**config.mk**
```make
export PLATFORM = sky130hd
export DESIGN_NAME = phy_mgmt_regs
export DESIGN_NICKNAME = d
export VERILOG_FILES = /design/src/rtl/phy_mgmt_pkg.sv /design/src/rtl/phy_reg_store.sv /design/src/rtl/phy_reg_view.sv /design/src/rtl/phy_mgmt_regs.sv
export SDC_FILE = /design/constraint.sdc
export NUM_CORES = 1
export LEC_CHECK = 0
export ABC_CLOCK_PERIOD_IN_PS = 2430
export BUFFER_PORTS_ARGS = -buffer_cell sky130_fd_sc_hd__buf_2
export CORE_MARGIN = 2
export CORE_UTILIZATION = 60
export CTS_CLUSTER_SIZE = 30
export DETAILED_ROUTE_END_ITERATION = 10
export PLACE_DENSITY_LB_ADDON = 0.25
export SYNTH_ARGS = -nofsm -noshare
export SYNTH_HDL_FRONTEND = slang
export SYNTH_SLANG_ARGS = --single-unit
```
**constraint.sdc**
```tcl
create_clock -name clk -period 2.43 [get_ports clk]
set_input_delay 0.1215 -clock clk [delete_from_list [all_inputs] [get_ports clk]]
set_output_delay 0.1215 -clock clk [all_outputs]
set_load 0.02 [all_outputs]
```
**src/rtl/phy_mgmt_pkg.sv**
```systemverilog
package phy_mgmt_pkg;

   localparam int unsigned IDX_CTRL    = 0;
   localparam int unsigned IDX_STATUS  = 1;
   localparam int unsigned IDX_ID_HI   = 2;
   localparam int unsigned IDX_ID_LO   = 3;
   localparam int unsigned IDX_ADV     = 4;
   localparam int unsigned IDX_PARTNER = 5;
   localparam int unsigned IDX_DIAG    = 18;

   // advertisement bit positions
   localparam int unsigned ADV_10F  = 6;
   localparam int unsigned ADV_100H = 7;
   localparam int unsigned ADV_100F = 8;

   // diagnostic bit positions
   localparam int unsigned DIAG_SPD = 10;
   localparam int unsigned DIAG_DUP = 11;

   localparam logic [15:0] STATUS_UP_WORD =
      (16'h1 << 14) | (16'h1 << 13) | (16'h1 << 12) | (16'h1 << 11) |
      (16'h1 << 5)  | (16'h1 << 3)  | (16'h1 << 2);

   localparam logic [15:0] PARTNER_FIXED = (16'h1 << 14) | 16'h1;
   localparam logic [15:0] PARTNER_MASK  = 16'h01E0;

   function automatic logic [15:0] reset_word(int unsigned idx);
      case (idx)
         IDX_CTRL:  return 16'h3100;
         IDX_ID_HI: return 16'h0300;
         IDX_ID_LO: return 16'hE400;
         IDX_ADV:   return 16'h01E1;
         default:   return 16'h0000;
      endcase
   endfunction

endpackage

```
**src/rtl/phy_reg_store.sv**
```systemverilog
module phy_reg_store
   import phy_mgmt_pkg::*;
#(
   parameter int unsigned DATA_W = 16,
   parameter int unsigned REG_AW = 5
) (
   input  logic                       clk,
   input  logic                       rst_n,
   input  logic                       wr_en,
   input  logic [REG_AW-1:0]          wr_idx,
   input  logic [DATA_W-1:0]          wr_data,
   output logic [(1<<REG_AW)*DATA_W-1:0] store_flat
);
   localparam int unsigned NREGS = 1 << REG_AW;

   for (genvar gi = 0; gi < NREGS; gi++) begin : g_word
      localparam logic [DATA_W-1:0] INIT = DATA_W'(reset_word(gi));
      logic [DATA_W-1:0] q;
      always_ff @(posedge clk) begin
         if (!rst_n)
            q <= INIT;
         else if (wr_en && (wr_idx == REG_AW'(gi)))
            q <= wr_data;
      end
      assign store_flat[gi*DATA_W +: DATA_W] = q;
   end

endmodule

```
**src/rtl/phy_reg_view.sv**
```systemverilog
module phy_reg_view
   import phy_mgmt_pkg::*;
#(
   parameter int unsigned DATA_W        = 16,
   parameter int unsigned REG_AW        = 5,
   parameter bit          DIAG_COMPUTED = 1'b1
) (
   input  logic [(1<<REG_AW)*DATA_W-1:0] store_flat,
   input  logic [REG_AW-1:0]             rd_idx,
   input  logic                          link_up,
   output logic [DATA_W-1:0]             rd_data,
   output logic                          duplex_resolved
);
   logic [DATA_W-1:0] stored_word;
   logic [DATA_W-1:0] adv_word;
   logic [DATA_W-1:0] status_word;
   logic [DATA_W-1:0] partner_word;
   logic [DATA_W-1:0] diag_word;
   logic              spd100;
   logic              dup_full;

   assign stored_word = store_flat[rd_idx*DATA_W +: DATA_W];
   assign adv_word    = store_flat[IDX_ADV*DATA_W +: DATA_W];

   assign status_word  = link_up ? DATA_W'(STATUS_UP_WORD) : '0;
   assign partner_word = DATA_W'(PARTNER_FIXED) | (adv_word & DATA_W'(PARTNER_MASK));

   assign spd100   = adv_word[ADV_100H] | adv_word[ADV_100F];
   assign dup_full = adv_word[ADV_100F] | adv_word[ADV_10F];

   always_comb begin
      diag_word = '0;
      if (link_up) begin
         diag_word[DIAG_SPD] = spd100;
         diag_word[DIAG_DUP] = dup_full;
      end
   end

   assign duplex_resolved = link_up & dup_full;

   if (DIAG_COMPUTED) begin : g_diag_calc
      always_comb begin
         if (rd_idx == REG_AW'(IDX_STATUS))
            rd_data = status_word;
         else if (rd_idx == REG_AW'(IDX_PARTNER))
            rd_data = partner_word;
         else if (rd_idx == REG_AW'(IDX_DIAG))
            rd_data = diag_word;
         else
            rd_data = stored_word;
      end
   end else begin : g_diag_plain
      always_comb begin
         if (rd_idx == REG_AW'(IDX_STATUS))
            rd_data = status_word;
         else if (rd_idx == REG_AW'(IDX_PARTNER))
            rd_data = partner_word;
         else
            rd_data = stored_word;
      end
   end

endmodule

```
**src/rtl/phy_mgmt_regs.sv**
```systemverilog
module phy_mgmt_regs
   import phy_mgmt_pkg::*;
#(
   parameter int unsigned REQ_W         = 8,
   parameter int unsigned DATA_W        = 16,
   parameter int unsigned REG_AW        = 5,
   parameter bit          DIAG_COMPUTED = 1'b1
) (
   input  logic              clk,
   input  logic              rst_n,
   input  logic              link_up,
   input  logic              wr_en,
   input  logic [REQ_W-1:0]  wr_req,
   input  logic [DATA_W-1:0] wr_data,
   input  logic [REQ_W-1:0]  rd_req,
   output logic [DATA_W-1:0] rd_data,
   output logic              duplex_resolved
);
   localparam int unsigned NREGS = 1 << REG_AW;

   if (REG_AW != 5) begin : g_bad_aw
      $error("phy_mgmt_regs: REG_AW must be 5");
   end
   if (DATA_W < 16) begin : g_bad_dw
      $error("phy_mgmt_regs: DATA_W must be at least 16");
   end
   if (REQ_W < REG_AW) begin : g_bad_rw
      $error("phy_mgmt_regs: REQ_W must cover the register index");
   end

   logic [REG_AW-1:0]       wr_idx;
   logic [REG_AW-1:0]       rd_idx;
   logic [NREGS*DATA_W-1:0] store_flat;

   assign wr_idx = wr_req[REG_AW-1:0];
   assign rd_idx = rd_req[REG_AW-1:0];

   if (REQ_W > REG_AW) begin : g_req_hi
      logic unused_req_hi;
      assign unused_req_hi = ^{wr_req[REQ_W-1:REG_AW], rd_req[REQ_W-1:REG_AW]};
   end

   phy_reg_store #(
      .DATA_W (DATA_W),
      .REG_AW (REG_AW)
   ) u_store (
      .clk        (clk),
      .rst_n      (rst_n),
      .wr_en      (wr_en),
      .wr_idx     (wr_idx),
      .wr_data    (wr_data),
      .store_flat (store_flat)
   );

   phy_reg_view #(
      .DATA_W        (DATA_W),
      .REG_AW        (REG_AW),
      .DIAG_COMPUTED (DIAG_COMPUTED)
   ) u_view (
      .store_flat      (store_flat),
      .rd_idx          (rd_idx),
      .link_up         (link_up),
      .rd_data         (rd_data),
      .duplex_resolved (duplex_resolved)
   );

endmodule

```
==> flow_metrics.tcl <==
set metrics [dict create \
    final_common_cell "nand2_1" \
    htreeDepth 2 \
    root_buffer "clkbuf_16" \
    rr_worst_depth 2 \
    ioPinCount 53 \
    fin_skew_ns 0 \
    worst_slack_ns -0.212 \
    firstDrtPassIters 7 \
    syn-num-nets 2704 \
    cts_buffer_depth 3 \
    rsz0062_at_grt "true" \
    syn_area_per_cell_um2 8.81 \
    drive_gt1_frac 0.151 \
    grt_max_degree 149 \
    min_period_ns 2.64 \
    regArea_um2 10200 \
    power_mw 18.2 \
    utilization 0.690 \
    start_util 0.608 \
    place_hpwl_um 44800 \
    yosysUniqueCellTypes 47 \
    path_class "reg2out" \
    fillers 2932 \
    vias 20000 \
    clkLatencyLatePin_ns 0.59 \
    dieArea_um2 40800 \
    place.gp.congestion 0.918 \
    ir_drop_v 0.000583 \
    yosys_register_bits 511 \
    start_kind "register" \
    floorplan.rows 72 \
    layout_common_cells "nand2_1, dfxtp_1, a21boi_0" \
    viasPerCell 6.21 \
    numPlacedInstances 3128 \
    grt.total_usage 0.350 \
    whs_endpoint "u_store.g_word[10].q[14]" \
    synthToLayoutAreaGrowth_pct 13.4 \
    die_h_um 202 \
    fp.coreArea_um2 38600 \
    overflow 0 \
    portBuffers 46 \
    slew_headroom 0.302 \
    grt_pass1_wl_um 111000 \
    rr_endpoint "u_store.g_word[25].q[2]" \
    outcome "finished, violations left" \
    cp_max_fo 2 \
    p_per_area_nw_per_um2 682 \
    cts-buffers-inserted 51 \
    route.detailed.drc 0 \
    setup-tns-final_ns -0.499 \
    synth_top_area_frac 0.435 \
    die_w_um 202 \
    wl_per_cell_um 22.3 \
    reg_top3 "u_store.g_word.q: 511 flops" \
    worstHoldPathCells 3 \
    endpoint_kind "output pin" \
    crit_required_ns 2.31 \
    antenna_left 0 \
    violations "negative setup slack" \
    hold_violations 0 \
    cts_sinks 511 \
    synth.largest_area_cell "dfxtp_1" \
    synth-warning-count 0 \
    r2r_start "u_store.g_word[25].q[2]" \
    synth_flop_cell "dfxtp_1" \
    tritoncts "built" \
    antenna_found_initial 5 \
    hp-class "in2reg" \
    path_clk_slew_ns 0.06 \
    synth-edff-count 0 \
    fin_crit_sh 1.09 \
    nets 2699 \
    report.final.slew_viol_count 0 \
    drtIter0Drc 2235 \
    worstPathArrival_ns 2.52 \
    grt_pass1_vias 19800 \
    postSynth.asyncResetShare 0 \
    post_dp_cell_area_um2 24600 \
    p_leak_nw 8.96 \
    wl_um 71900 \
    syn-cell-area_um2 23500 \
    synth.top_cells.by_area "dfxtp_1, nand2_1, a21boi_0" \
    setup_viol 6 \
    fin_area_um2 26700 \
    instances_no_fill 3226 \
    reg2reg_slack_ns 1.67 \
    top_register "u_store.g_word.q" \
    fmax_mhz 378 \
    hp-start "wr_data[14]" \
    timing.max_cap.violations 0 \
    tightest_slew_ns 1.04 \
    multiInputGateArea_um2 12600 \
    largest_register_ffs 511 \
    synth_cells 2668 \
    yosysSeqAreaShare 0.435 \
]
[cell type report]
class | count | share of cell area
antenna | 3 | 0.000282
clock buffer | 76 | 0.0582
clock inverter | 19 | 0.00901
inverter | 1 | 0.000141
multi-input combinational | 1936 | 0.473
sequential | 511 | 0.384
tap | 518 | 0.0243
timing repair buffer | 162 | 0.0510
[cells in the mapped netlist (all sizes together) (4+ instances only)]
library cell and n:
nand2 979, dfxtp 511, a21boi 451, clkbuf 168, mux2i 137, mux4 93
nor2b 60, buf 52, nor2 40, nand3 30, a22oi 19, a211oi 12
mux2 12, nor3 11, o221ai 10, nand2b 9, o22ai 8, a21oi 7
a22o 7, a31oi 6, a221oi 5, and2b 4, o211a 4, o211ai 4
o21ai 4
[cells by family (layout without fill, tap and decap cells)]
logic type      after synthesis  count (layout)  synth area share
compound gates              550             550             0.176
buf+inv                     221             258            0.0407
flops                       511             511             0.435
mux                         242             242             0.153
other cells                   0               3                 0
simple gates               1144            1144             0.195
[layer usage]
| metal | track usage | up-vias | share of wire |
|---|---|---|---|
| met5 | 0 | - | 0.00044 |
| met4 | 0.185 | 4 | 0.050 |
| met3 | 0.0659 | 227 | 0.095 |
| met2 | 0.577 | 1023 | 0.47 |
| met1 | 0.437 | 9756 | 0.38 |
| li1 | - | 9025 | - |
[report_power, final]
part / internal, mW / switching (mW)
sequential: 8.44 / 0.0326
combinational: 0.506 / 0.864
clock: 4.95 / 3.39
[metrics by stage]
step	hold WS (ns)	worst slack (ns)
3_5_place_dp	0.453	-0.00667
3_3_place_gp	0.445	0.0119
5_1_grt	0.118	-0.222
2_1_floorplan	0.291	0.444
4_1_cts	0.0659	-0.219
6_report	0.108	-0.212
[critical path, stage by stage, from the launching register on]
cell and delay, ns:
dfxtp_1 0.32, mux4_2 0.49, mux2_4 0.31, a221o_1 0.35, a22o_1 0.30, buf_6 0.15
[timing repair]
item	CTS	global route
hold endpoints to repair	20	0
pin swaps	7	15
hold buffers	1	0
setup buffers	0	1
gates resized for setup	43	26
endpoints found under the setup margin	13	13
[worst max-delay path by stage]
stage	from	end	slack, ns	cells after the start
after floorplan	rd_req[0]	rd_data[12]	0.44	9
after global placement	rd_req[0]	rd_data[7]	0.01	7
after detailed placement	rd_req[0]	rd_data[7]	-0.007	7
after CTS	u_store.g_word[31].q[8]	rd_data[8]	-0.22	5
after global routing	u_store.g_word[31].q[8]	rd_data[8]	-0.22	5
final	u_store.g_word[30].q[8]	rd_data[8]	-0.21	5
(Power assumes the default switching activity.)
